===== src/rtl/smb_host_pkg.sv =====
package smb_host_pkg;

    localparam int unsigned BYTE_W = 8;
    localparam int unsigned WORD_W = 2 * BYTE_W;
    localparam int unsigned TGT_W  = BYTE_W - 1;

    // register offsets
    localparam int unsigned OFF_STS = 'h0;
    localparam int unsigned OFF_CTL = 'h2;
    localparam int unsigned OFF_CMD = 'h3;
    localparam int unsigned OFF_ADR = 'h4;
    localparam int unsigned OFF_DLO = 'h5;
    localparam int unsigned OFF_DHI = 'h6;
    localparam int unsigned OFF_BLK = 'h7;
    localparam int unsigned OFF_AUX = 'hD;

    // status bit positions
    localparam int unsigned ST_BUSY  = 0;
    localparam int unsigned ST_INTR  = 1;
    localparam int unsigned ST_DERR  = 2;
    localparam int unsigned ST_FAIL  = 4;
    localparam int unsigned ST_BDONE = 7;

    // control bit positions
    localparam int unsigned CT_IEN   = 0;
    localparam int unsigned CT_KILL  = 1;
    localparam int unsigned CT_START = 6;

    typedef enum logic [3:0] {
        OP_QUICK    = 4'd0,
        OP_SEND     = 4'd1,
        OP_RECV     = 4'd2,
        OP_WR_BYTE  = 4'd3,
        OP_RD_BYTE  = 4'd4,
        OP_WR_WORD  = 4'd5,
        OP_RD_WORD  = 4'd6,
        OP_BLK_WR   = 4'd7,
        OP_BLK_RD   = 4'd8,
        OP_I2C_BRD  = 4'd9
    } bus_op_e;

    typedef struct packed {
        bus_op_e             op;
        logic [TGT_W-1:0]    tgt;
        logic                rd;
        logic [BYTE_W-1:0]   cmd;
        logic [WORD_W-1:0]   wdata;
    } bus_req_t;

    function automatic logic [BYTE_W-1:0] w1c(input logic [BYTE_W-1:0] cur,
                                              input logic [BYTE_W-1:0] wv);
        logic [BYTE_W-1:0] keep_busy;
        keep_busy = '0;
        keep_busy[ST_BUSY] = 1'b1;
        return cur & ~(wv & ~keep_busy);
    endfunction

endpackage


===== src/rtl/smb_proto_decode.sv =====
module smb_proto_decode
    import smb_host_pkg::*;
(
    input  logic [2:0] proto,
    input  logic       rd_flag,
    output bus_op_e    op,
    output logic       valid
);
    always_comb begin
        valid = 1'b1;
        op    = OP_QUICK;
        case (proto)
            3'd0: op = OP_QUICK;
            3'd1: op = rd_flag ? OP_RECV    : OP_SEND;
            3'd2: op = rd_flag ? OP_RD_BYTE : OP_WR_BYTE;
            3'd3: op = rd_flag ? OP_RD_WORD : OP_WR_WORD;
            3'd5: op = rd_flag ? OP_BLK_RD  : OP_BLK_WR;
            3'd6: op = OP_I2C_BRD;
            default: valid = 1'b0;
        endcase
    end
endmodule


===== src/rtl/smb_irq_gen.sv =====
module smb_irq_gen
    import smb_host_pkg::*;
(
    input  logic              ien,
    input  logic [BYTE_W-1:0] stat,
    output logic              irq
);
    logic [BYTE_W-1:0] flag_mask;
    always_comb begin
        flag_mask = '1;
        flag_mask[ST_BUSY] = 1'b0;
        irq = ien && ((stat & flag_mask) != '0);
    end
endmodule


===== src/rtl/smb_host_regs.sv =====
module smb_host_regs
    import smb_host_pkg::*;
#(
    parameter int unsigned ADDR_W = 4
) (
    input  logic              clk,
    input  logic              rst,
    input  logic              reg_wr,
    input  logic              reg_rd,
    input  logic [ADDR_W-1:0] reg_addr,
    input  logic [7:0]        reg_wdata,
    output logic [7:0]        reg_rdata,
    output logic              irq,
    output logic              bus_req,
    output logic [3:0]        bus_op,
    output logic [6:0]        bus_target,
    output logic              bus_read,
    output logic [7:0]        bus_cmd,
    output logic [15:0]       bus_wdata,
    input  logic              bus_done,
    input  logic              bus_nack,
    input  logic [15:0]       bus_rdata
);
    localparam logic [BYTE_W-1:0] CTL_STORE_MASK = ~(BYTE_W'(1) << CT_START);
    localparam logic [BYTE_W-1:0] CTL_READ_MASK  = BYTE_W'(8'h1F);
    localparam logic [BYTE_W-1:0] AUX_MASK       = BYTE_W'(8'h03);

    logic [BYTE_W-1:0] stat_q, ctl_q, cmd_q, sadr_q, dlo_q, dhi_q, blk_q, aux_q;
    logic [BYTE_W-1:0] stat_n, dlo_n, dhi_n, blk_n;
    logic              pend_q, pend_n, infl_q, infl_n;
    bus_req_t          req_q, req_n;

    logic wr_sts, wr_ctl, rd_sts, start_wr, kill_wr, idle, defer_go, launch;
    logic [2:0] dec_proto;
    bus_op_e    dec_op;
    logic       dec_ok;

    always_comb begin
        wr_sts   = reg_wr && (reg_addr == ADDR_W'(OFF_STS));
        wr_ctl   = reg_wr && (reg_addr == ADDR_W'(OFF_CTL));
        rd_sts   = reg_rd && (reg_addr == ADDR_W'(OFF_STS));
        start_wr = wr_ctl && reg_wdata[CT_START];
        kill_wr  = wr_ctl && reg_wdata[CT_KILL];
        idle     = !pend_q && !infl_q;
        defer_go = rd_sts && pend_q;
        launch   = defer_go || (start_wr && idle && reg_wdata[CT_IEN]);
        dec_proto = defer_go ? ctl_q[4:2] : reg_wdata[4:2];
    end

    smb_proto_decode u_dec (
        .proto   (dec_proto),
        .rd_flag (sadr_q[0]),
        .op      (dec_op),
        .valid   (dec_ok)
    );

    smb_irq_gen u_irq (
        .ien  (ctl_q[CT_IEN]),
        .stat (stat_q),
        .irq  (irq)
    );

    always_comb begin
        stat_n = stat_q;
        pend_n = pend_q;
        infl_n = infl_q;
        req_n  = req_q;
        dlo_n  = dlo_q;
        dhi_n  = dhi_q;
        blk_n  = blk_q;

        if (reg_wr && reg_addr == ADDR_W'(OFF_DLO)) dlo_n = reg_wdata;
        if (reg_wr && reg_addr == ADDR_W'(OFF_DHI)) dhi_n = reg_wdata;
        if (reg_wr && reg_addr == ADDR_W'(OFF_BLK)) blk_n = reg_wdata;
        if (wr_sts) stat_n = w1c(stat_q, reg_wdata);

        // completion from the bus engine
        if (bus_done && infl_q) begin
            infl_n = 1'b0;
            stat_n[ST_BUSY] = 1'b0;
            if (bus_nack) begin
                stat_n[ST_DERR] = 1'b1;
            end else begin
                stat_n[ST_INTR] = 1'b1;
                case (req_q.op)
                    OP_RECV, OP_RD_BYTE: dlo_n = bus_rdata[BYTE_W-1:0];
                    OP_RD_WORD: begin
                        dlo_n = bus_rdata[BYTE_W-1:0];
                        dhi_n = bus_rdata[WORD_W-1:BYTE_W];
                    end
                    OP_BLK_RD: begin
                        dlo_n = bus_rdata[WORD_W-1:BYTE_W];
                        blk_n = bus_rdata[BYTE_W-1:0];
                        stat_n[ST_BDONE] = 1'b1;
                    end
                    OP_I2C_BRD: begin
                        blk_n = bus_rdata[BYTE_W-1:0];
                        stat_n[ST_BDONE] = 1'b1;
                    end
                    default: ;
                endcase
            end
        end

        // start with interrupts off: park until status read
        if (start_wr && idle && !reg_wdata[CT_IEN]) begin
            stat_n[ST_BUSY] = 1'b1;
            pend_n = 1'b1;
        end

        if (launch) begin
            if (defer_go) begin
                stat_n[ST_BUSY] = 1'b0;
                pend_n = 1'b0;
            end
            if (stat_q[ST_DERR]) begin
                stat_n[ST_DERR] = 1'b1;
            end else if (!dec_ok) begin
                stat_n[ST_DERR] = 1'b1;
            end else begin
                infl_n    = 1'b1;
                req_n.op  = dec_op;
                req_n.tgt = sadr_q[BYTE_W-1:1];
                req_n.cmd = cmd_q;
                if (dec_op == OP_I2C_BRD) begin
                    req_n.rd    = 1'b1;
                    req_n.wdata = {{BYTE_W{1'b0}}, dhi_q};
                end else begin
                    req_n.rd    = sadr_q[0];
                    req_n.wdata = {dhi_q, dlo_q};
                end
                if (!defer_go) stat_n[ST_BUSY] = 1'b1;
            end
        end

        if (kill_wr) begin
            stat_n[ST_BUSY] = 1'b0;
            stat_n[ST_FAIL] = 1'b1;
            infl_n = 1'b0;
            pend_n = 1'b0;
        end
    end

    always_ff @(posedge clk) begin
        if (rst) begin
            stat_q <= '0;
            ctl_q  <= '0;
            cmd_q  <= '0;
            sadr_q <= '0;
            dlo_q  <= '0;
            dhi_q  <= '0;
            blk_q  <= '0;
            aux_q  <= '0;
            pend_q <= 1'b0;
            infl_q <= 1'b0;
            req_q  <= '0;
        end else begin
            stat_q <= stat_n;
            pend_q <= pend_n;
            infl_q <= infl_n;
            req_q  <= req_n;
            dlo_q  <= dlo_n;
            dhi_q  <= dhi_n;
            blk_q  <= blk_n;
            if (wr_ctl) ctl_q <= reg_wdata & CTL_STORE_MASK;
            if (reg_wr && reg_addr == ADDR_W'(OFF_CMD)) cmd_q  <= reg_wdata;
            if (reg_wr && reg_addr == ADDR_W'(OFF_ADR)) sadr_q <= reg_wdata;
            if (reg_wr && reg_addr == ADDR_W'(OFF_AUX)) aux_q  <= reg_wdata & AUX_MASK;
        end
    end

    always_comb begin
        reg_rdata = '0;
        if      (reg_addr == ADDR_W'(OFF_STS)) reg_rdata = stat_q;
        else if (reg_addr == ADDR_W'(OFF_CTL)) reg_rdata = ctl_q & CTL_READ_MASK;
        else if (reg_addr == ADDR_W'(OFF_CMD)) reg_rdata = cmd_q;
        else if (reg_addr == ADDR_W'(OFF_ADR)) reg_rdata = sadr_q;
        else if (reg_addr == ADDR_W'(OFF_DLO)) reg_rdata = dlo_q;
        else if (reg_addr == ADDR_W'(OFF_DHI)) reg_rdata = dhi_q;
        else if (reg_addr == ADDR_W'(OFF_BLK)) reg_rdata = blk_q;
        else if (reg_addr == ADDR_W'(OFF_AUX)) reg_rdata = aux_q;
    end

    assign bus_req    = infl_q;
    assign bus_op     = req_q.op;
    assign bus_target = req_q.tgt;
    assign bus_read   = req_q.rd;
    assign bus_cmd    = req_q.cmd;
    assign bus_wdata  = req_q.wdata;

endmodule


===== config.mk =====
export PLATFORM = sky130hd
export DESIGN_NAME = smb_host_regs
export DESIGN_NICKNAME = d
export VERILOG_FILES = /design/src/rtl/smb_host_pkg.sv /design/src/rtl/smb_proto_decode.sv /design/src/rtl/smb_irq_gen.sv /design/src/rtl/smb_host_regs.sv
export SDC_FILE = /design/constraint.sdc
export NUM_CORES = 1
export LEC_CHECK = 0
export BUFFER_PORTS_ARGS = -buffer_cell sky130_fd_sc_hd__buf_2
export CAP_MARGIN = 20
export CORE_ASPECT_RATIO = 2
export CORE_MARGIN = 3
export CORE_UTILIZATION = 51
export CTS_CLUSTER_DIAMETER = 60
export DETAILED_ROUTE_END_ITERATION = 10
export PLACE_DENSITY = 0.87
export SYNTH_ARGS = -nofsm -noshare
export SYNTH_HDL_FRONTEND = slang
export SYNTH_SLANG_ARGS = --single-unit

===== constraint.sdc =====
create_clock -name clk -period 1.81 [get_ports clk]
set_input_delay 0.181 -clock clk [delete_from_list [all_inputs] [get_ports clk]]
set_output_delay 0.181 -clock clk [all_outputs]
set_load 0.005 [all_outputs]

==> qor.yml, run 1 <==
grt_max_degree: 47
wl_per_cell_um: 20.9
synth_area_leaders: "dfxtp_1 40%, mux2i_1 11%, a21oi_1 5.4%"
synth_edf_count: 0
hp-class: "input port to register"
grt_pass1_wl_mm: 24.1
synth_warnings: 0
pwr-share-comb_pct: 9.0
clock_skew_ps: 5.12
antenna_found_initial: 0
yosysTopAreaCell: "dfxtp_1"
max-vdd-ir-drop_v: 0.000705
syn2layout_area_growth_pct: 24.0
grt_remaining_overflow: 0
min_period_ps: 1830
syn_nets: 582
worst_pin_slew_ps: 591
gp_congestion: 0.948
dp_slack_ps: -190
dieArea_um2: 10400
synth_cell_types: 55
setup_slack_ps: -18.8
drtIter0Drc: 451
fmax_mhz: 547
required_ps: 1630
track_usage_pct: 30.4
grt_pass1_vias: 4751
p_seq_share_pct: 49.3
crit_arrival_ps: 1650
hold_buffers: 0
p_per_area_nw_per_um2: 730
layout-drive-gt1-share_pct: 26.3
synth-seq-area-share_pct: 40.0
io_buffers: 79
netlist_area_um2: 4650
core_area_um2: 8770
drv_cap: 0
p_leak_nw: 2.32
setup_viol: 1
synth_common_cells: "93 x dfxtp_1, 65 x nand2_1, 65 x nor2_1"
post_dp_cell_area_um2: 5390
rsz0062_at_grt: "true"
crit_type: "register to output pin"
start_kind: "register"
cts_tree: "yes"
clk_pin_slew_ps: 60
drt_pass1_iterations: 5
p_sw_mw: 1.06
start_util_pct: 53.0
relSlewSlack_pct: 60.6
ioPinCount: 80
finalMaxSlewViolations: 0
path_max_fanout: 2
htreeDepth: 3
clockPowerShare_pct: 41.7
rows: 48
cts_made_buffers: 9
nNetsFinal: 679
clock-root-buffer: "clkbuf_16"
swShare_pct: 25.1
antenna_cells: 0
hold_viol: 0
p_int_mw: 3.16
clkLatencyLatePin_ps: 340
synth_most_common_cell: "dfxtp_1"
place_hpwl_mm: 11.5
synthArstFlopShare_pct: 0
ctsLongestPathBuffers: 2
synthFlopType: "dfxtp_1"
final_area_um2: 5770
drc: 0
status: "finished, violations left"
wl_mm: 15.6
finalCritPeriodShare_pct: 101
vias_per_cell: 6.35
final_core_util_pct: 65.8
clock_sink_count: 93
synth-seq-cells: 93
end_kind: "output pin"
syn_avg_cell_area_um2: 8.49
violations: "setup timing"
die_w_um: 73.5
yosys.area.top_type_share_pct: 40.0
die_h_um: 141
total_power_mw: 4.21
nFillCells: 674
ant_nets: 0
syn_inst: 548
vias: 4762
[final timing paths]
check,startpoint,cells after the start,to,slack [ps]
worst max-delay path,dhi_q[3]$_SDFF_PP0_,4,reg_rdata[3],-20
worst min-delay path,bus_rdata[15],3,dhi_q[7]$_SDFF_PP0_,140
worst max register to register,bus_req$_SDFF_PP0_,6,bus_wdata[0]$_SDFFE_PP0P_,90
worst min register to register,bus_cmd[4]$_SDFFE_PP0P_,2,bus_cmd[4]$_SDFFE_PP0P_,450
[cell usage in the layout, fill, tap and decap left out, drive strengths merged, types with 3 or more instances in the layout]
cell	instances
buf	129
o21ai	21
nand2	65
nand4	3
nor3	5
mux2i	49
nor2	66
nand3	21
a211oi	25
a22oi	15
inv	8
a311oi	5
a21oi	51
nand2b	13
mux2	3
and3	3
nor2b	7
clkinvlp	3
clkbuf	11
o22a	11
dfxtp	93
o21a	3
nor3b	3
o22ai	3
mux4	4
[through the flow]
step	hold slack (ps)	setup TNS [ps]	instances
after floorplan	269	0	548
final	138	-18.8	750
after CTS	129	-12.0	748
after detailed placement	444	-4080	730
after global routing	146	-139	750
after global placement	439	-1970	730
[worst max-delay path, cell delays in order (launching register included)]
cell and delay, ps:
dfxtp_4 340, mux4_2 480, a221oi_2 240, a21oi_1 90
buf_2 160
[logic make-up (layout without fill, tap and decap cells)]
| kind of cell | after synthesis | count (layout) | synth area share (%) |
|---|---|---|---|
| xor gates and xnor gates | 1 | 1 | 0.188 |
| and+or+nand+nor | 201 | 201 | 20.5 |
| DFF | 93 | 93 | 40.0 |
| buffers and inverters | 50 | 152 | 4.92 |
| AOI/OAI and AO/OA | 147 | 147 | 21.1 |
| muxes | 56 | 56 | 13.2 |
[cell type report]
type                    count  area [µm²]  area share [%]
multi-input cells         405        2590            44.9
flip-flops and latches     93        1870            32.5
repair buffers            130         883            15.3
clock buffers              10         229            3.97
well taps                 100         125            2.17
clock inverters             6        45.0           0.781
inverters                   6        22.5           0.391
[sequential cells by signal (all words and copies together) (netlist names), 8 cells and up]
register and count:
bus_wdata 16, blk_q 8, bus_cmd 8, cmd_q 8, dhi_q 8, dlo_q 8
sadr_q 8, stat_q 8
[power by group through the flow]
stage               clock network, mW  logic (mW)  registers, mW
CTS                              1.78       0.364           2.08
detailed placement                  0       0.360           2.12
floorplan                           0       0.200           2.12
global placement                    0       0.352           2.12
finish                           1.75       0.380           2.08
global route                     1.85       0.404           2.08
[layer usage]
layer	vias up	GRT usage [%]	part of all wire [%]
li1	2160	-	-
met3	76	4.35	6.9
met4	0	20.1	6.7
met5	-	0	0
met1	2270	31.8	32
met2	256	53.9	54
[what timing repair did]
item / CTS / global route
buffers inserted: 2 / 1
setup endpoints to repair: 1 / 39
gates resized for setup: 5 / 9
pin swaps: 1 / 2
cloned: 0 / 1
Power figures use the tool's default switching activity.
==> inputs of run 2 (changes only) <==
- CORE_UTILIZATION: 51 -> 56
- PLACE_DENSITY: 0.87 -> 0.91
- clock period: 1.81 -> 2.1 ns (I/O delays scaled with it)
==> run 2 against run 1 <==
Compared with the run above:
- the run now ends clean
- sequential share of layout area is 1.2 points higher
- worst setup slack improved by 180 ps
- register-to-register slack better by 110 ps
- core utilization up 3.4 points
- first-iteration DRC count decreased by 18%
==> qor.yml, run 2 (same netlist as run 1, synthesis figures left out) <==
ctsLongestPathBuffers: 2  # unchanged
crit_arrival_ps: 1730  # +80 ps
grt_max_degree: 71  # +51%
drc: 0  # unchanged
drtIter0Drc: 371  # -18%
cts_tree: "yes"
finalCritPeriodShare_pct: 92.4
ioPinCount: 80  # unchanged
hold_buffers: 0  # unchanged
dr.max_layer_used: "met4"
p_leak_nw: 2.20  # -5.0%
clock-root-buffer: "clkbuf_16"
slowest_stage: "mux2i_2"
core_area_um2: 8000  # -8.8%
start_util_pct: 58.1  # +5.1 points
final_cell_mix: "93 x dfxtp_1, 79 x buf_2, 65 x nand2_1, 65 x nor2_1, 49 x a21oi_1"
drt_pass1_iterations: 5  # unchanged
path_cells: "buf_2, buf_4, buf_4, mux2i_2, o22a_1, o22ai_1, o21ai_0, o21ai_0, buf_2"
wl_per_cell_um: 20.6  # -1.3%
finalMaxSlewViolations: 0  # unchanged
grt_pass1_wl_mm: 23.3  # -3.1%
place_hpwl_mm: 10.9  # -5.5%
min_to: "stat_q[5]$_SDFFE_PP0P_"
io_buffers: 79  # unchanged
antenna_cells: 0  # unchanged
vias_per_cell: 6.47  # +1.9%
rows: 46  # -4.2%
crit_path_max_incr_delay_ps: 290  # -190 ps
grt_pass1_vias: 4601  # -3.2%
p_sw_mw: 0.917  # -13%
clock_sink_count: 93  # unchanged
r2r_end: "bus_wdata[0]$_SDFFE_PP0P_"
dieArea_um2: 9500  # -8.4%
wl_mm: 14.9  # -4.9%
hold_viol: 0  # unchanged
die_w_um: 70.4  # -4.2%
dr_wl_met3_mm: 1.17  # +8.2%
status: "finished clean"
setup_viol: 0  # -1
ctsResizeCount: 0  # -5
r2r-start: "ctl_q[3]$_SDFFE_PP0N_"
clk_pin_slew_ps: 70  # about the same
track_usage_pct: 31.5  # +1.1 points
required_ps: 1890  # +260 ps
htreeDepth: 3  # unchanged
final_common_cell: "dfxtp_1"
reg2reg_depth: 6  # unchanged
fmax_mhz: 515
crit_type: "input port to output pin"
max-vdd-ir-drop_v: 0.000710  # +0.72%
worst_pin_slew_ps: 606  # +14.5 ps
cts_made_buffers: 9  # unchanged
min_period_ps: 1940
ant_nets: 0  # unchanged
syn2layout_area_growth_pct: 19.0
hold_start: "reg_wdata[5]"
drv_cap: 0  # unchanged
rsz0062_at_grt: "false"
die_h_um: 135  # -4.4%
path_max_fanout: 20  # +18
route.met2.wl_mm: 7.71  # -8.9%
clock_skew_ps: 9.93  # +4.82 ps
clkLatencyLatePin_ps: 340  # about the same
pwr-share-comb_pct: 7.9  # -1.1 points
p_seq_share_pct: 47.8  # -1.5 points
start_kind: "input port"
nNetsFinal: 656  # -3.4%
end_kind: "output pin"
final_core_util_pct: 69.2  # +3.4 points
vias: 4677  # -1.8%
clockPowerShare_pct: 44.3  # +2.6 points
relSlewSlack_pct: 59.0  # -1.5 points
post-cts-setup-buffers: 0  # -2
hp-class: "input port to register"
setup_tns_ps: 0  # +18.8 ps
p_per_area_nw_per_um2: 677  # -7.3%
r2r_slack_ps: 200  # +110 ps
largest_reg_flops: 16  # unchanged
layout-drive-gt1-share_pct: 22.3  # -4.0 points
swShare_pct: 24.5  # -0.60 points
met1Wirelength_mm: 4.91  # -2.7%
antenna_found_initial: 0  # unchanged
grt_remaining_overflow: 0  # unchanged
whs_path_depth: 2  # -1
gp_congestion: 0.992  # +4.6%
p_int_mw: 2.83  # -10%
==> run 2: cell count changes in the layout (fill, tap and decap cells not counted), sizes merged <==
cell / delta
clkinv: +2
buf: -22
inv: +1
clkinvlp: -3
bufinv: +1
clkbuf: -2
==> run 2: how the worst max path moves through the flow <==
stage | start | end | slack, ps | cells after the start
2_1_floorplan | reg_addr[0] | bus_op[2]$_SDFFE_PP0P_ | 260 | 8
5_1_grt | ctl_q[3]$_SDFFE_PP0N_ | bus_wdata[0]$_SDFFE_PP0P_ | 20 | 6
4_1_cts | reg_addr[0] | reg_rdata[1] | 180 | 9
3_5_place_dp | reg_addr[1] | bus_wdata[5]$_SDFFE_PP0P_ | 60 | 7
3_3_place_gp | reg_addr[1] | bus_read$_SDFFE_PP0P_ | 100 | 7
6_report | reg_addr[0] | reg_rdata[1] | 160 | 9
==> run 2: layout make-up <==
type | count | area, µm²
timing repair buffer | 107 | 656
multi-input combinational | 405 | 2570
clock inverter | 7 | 81.3
sequential | 93 | 1860
clock buffer | 9 | 225
inverter | 6 | 22.5
tap | 96 | 120
fill | 611 | 2470
==> run 2: per-layer routing <==
layer	up-vias	track usage [%]
met3	85	5.96
met2	301	55.8
li1	2130	-
met1	2161	32.7
met4	0	21.9
met5	-	0
==> run 2: per-stage QoR <==
stage               hold WS [ps]  setup WS (ps)  total power [mW]  instance area [µm²]  cells
floorplan                    298            256              2.00                 4650    548
global placement             439           95.3              2.11                 5220    707
detailed placement           445           58.3              2.12                 5220    707
CTS                          132            181              3.75                 5530    723
global route                 140           17.6              3.86                 5530    723
finish                       146            159              3.75                 5530    723
==> run 2: power by group through the flow <==
stage / combinational, mW / clock (mW) / sequential, mW
after floorplan: 0.172 / 0 / 1.82
after global placement: 0.278 / 0 / 1.83
after detailed placement: 0.283 / 0 / 1.83
after CTS: 0.286 / 1.67 / 1.79
after global routing: 0.313 / 1.75 / 1.79
final: 0.295 / 1.66 / 1.79
==> run 2: critical path: cells and delay by family <==
family / cells / cell delay, ps
AOI/OAI and AO/OA: 4 / 510
buffers and inverters: 4 / 730
muxes: 1 / 290
==> inputs of run 3 (changes only) <==
- RECOVER_POWER: default -> 25
==> run 3 against run 2 <==
Compared with the run above:
- count of clock-buffer cells in the layout unchanged
- clock skew about the same
- sequential share of layout area up 0.15 points
- core utilization down 0.31 points
- non-clock buffer count unchanged
- routed wire length about the same
- via count down 0.60%
- die area unchanged
- maximum frequency up 0.35%
- global-route usage unchanged
- final cell count unchanged
- first-iteration DRC count up 11%
==> qor.yml, run 3 (same netlist as run 1, synthesis figures left out) <==
hold_viol: 0  # unchanged
grt_remaining_overflow: 0  # unchanged
vias: 4649  # -0.60%
finalMaxSlewViolations: 0  # unchanged
start_kind: "input port"
clkLatencyLatePin_ps: 340  # about the same
route.met2.wl_mm: 7.63  # -1.1%
status: "finished clean"
ctsLongestPathBuffers: 2  # unchanged
p_per_area_nw_per_um2: 680  # +0.41%
end_kind: "output pin"
fmax_mhz: 517  # +0.35%
hp-class: "input port to register"
max-vdd-ir-drop_v: 0.000713  # +0.44%
rsz0062_at_grt: "false"
setup_viol: 0  # unchanged
nFillCells: 623  # +2.0%
final_core_util_pct: 68.9  # -0.31 points
min_period_ps: 1930  # -6.81 ps
drtIter0Drc: 410  # +11%
drc: 0  # unchanged
die_w_um: 70.4  # unchanged
wl_mm: 14.9  # about the same
start_util_pct: 58.1  # unchanged
dr_wl_met3_mm: 1.11  # -4.9%
hold_buffers: 0  # unchanged
total_power_mw: 3.75  # about the same
clock_skew_ps: 9.72  # -0.211 ps
finalCritPeriodShare_pct: 92.1  # -0.32 points
required_ps: 1890  # about the same
layout-drive-gt1-share_pct: 19.1  # -3.2 points
antenna_found_initial: 0  # unchanged
nNetsFinal: 656  # unchanged
core_area_um2: 8000  # unchanged
clock_sink_count: 93  # unchanged
grt_pass1_wl_mm: 23.3  # unchanged
final_common_cell: "dfxtp_1"
cts_made_buffers: 9  # unchanged
antenna_cells: 0  # unchanged
drt_pass1_iterations: 5  # unchanged
wl_per_cell_um: 20.6  # about the same
ant_nets: 0  # unchanged
gp_congestion: 0.992  # unchanged
layout.cells.non_filler: 723  # unchanged
post-place-cells: 707  # unchanged
htreeDepth: 3  # unchanged
setup_tns_ps: 0  # unchanged
die_h_um: 135  # unchanged
io_buffers: 79  # unchanged
met1Wirelength_mm: 4.95  # +0.77%
p_leak_nw: 2.11  # -4.0%
grt_pass1_vias: 4601  # unchanged
vias_per_cell: 6.43  # -0.60%
syn2layout_area_growth_pct: 18.5
place_hpwl_mm: 10.9  # unchanged
crit_arrival_ps: 1720  # about the same
clk_pin_slew_ps: 70  # about the same
cts_tree: "yes"
worst_pin_slew_ps: 629  # +23.7 ps
rows: 46  # unchanged
final_cell_mix: "93 x dfxtp_1, 65 x nand2_1, 65 x nor2_1, 59 x buf_2, 49 x a21oi_1"
largest_reg_flops: 16  # unchanged
relSlewSlack_pct: 57.4  # -1.6 points
track_usage_pct: 31.5  # unchanged
ioPinCount: 80  # unchanged
dr.max_layer_used: "met4"
dieArea_um2: 9500  # unchanged
grt_max_degree: 71  # unchanged
drv_cap: 0  # unchanged
crit_type: "input port to output pin"
path_max_fanout: 20  # unchanged
clock-root-buffer: "clkbuf_16"
[run 3: cell types whose count changed in the layout (fill, tap and decap cells not counted), sizes merged]
cell,change
buf,-19
clkbuf,+19
[run 3: per-stage QoR]
| stage | instance area, µm² | hold slack [ps] | worst slack [ps] |
|---|---|---|---|
| floorplan | 4650 | 298 | 256 |
| global placement | 5220 | 439 | 95.3 |
| detailed placement | 5220 | 445 | 58.3 |
| CTS | 5530 | 132 | 181 |
| global route | 5510 | 140 | 17.6 |
| finish | 5510 | 146 | 165 |
[run 3: layout make-up]
type | count | area, µm² | share of cell area [%]
Clock buffer | 9 | 225 | 4.09
Timing Repair Buffer | 107 | 631 | 11.4
Inverter | 6 | 22.5 | 0.409
Sequential cell | 93 | 1860 | 33.8
Clock inverter | 7 | 81.3 | 1.48
Multi-Input combinational cell | 405 | 2570 | 46.6
Tap cell | 96 | 120 | 2.18
[run 3: critical path: stages]
cell and delay, ps:
buf_2 90, buf_4 250, buf_4 220, mux2i_2 290, o22a_1 180, o22ai_1 80, o21ai_0 80, o21ai_0 160
buf_2 160
[run 3: what timing repair did]
item | 4_1_cts | 5_1_grt
buffers inserted | 0 | 0
gates resized for setup | 0 | 1
setup endpoints to repair | 0 | 1
[run 3: final timing paths]
kind	depth (start not counted)	slack (ps)	end	from
max	9	170	reg_rdata[1]	reg_addr[0]
min	2	150	stat_q[5]$_SDFFE_PP0P_	reg_wdata[5]
max reg2reg	6	200	bus_wdata[0]$_SDFFE_PP0P_	ctl_q[3]$_SDFFE_PP0N_
min reg2reg	2	450	bus_target[1]$_SDFFE_PP0P_	bus_target[1]$_SDFFE_PP0P_
[run 3: metal layers]
layer | GRT usage, % | vias up
met5 | 0 | -
met4 | 21.9 | 0
met3 | 5.96 | 83
met2 | 55.8 | 288
met1 | 32.7 | 2154
li1 | - | 2124
[run 3: power by group]
group          switching, mW  leakage (nW)  total (mW)  internal (mW)
registers             0.0166         0.750        1.79           1.78
logic                  0.181          1.21       0.294          0.113
clock network          0.718         0.152        1.66          0.941
total                  0.916          2.11        3.75           2.83
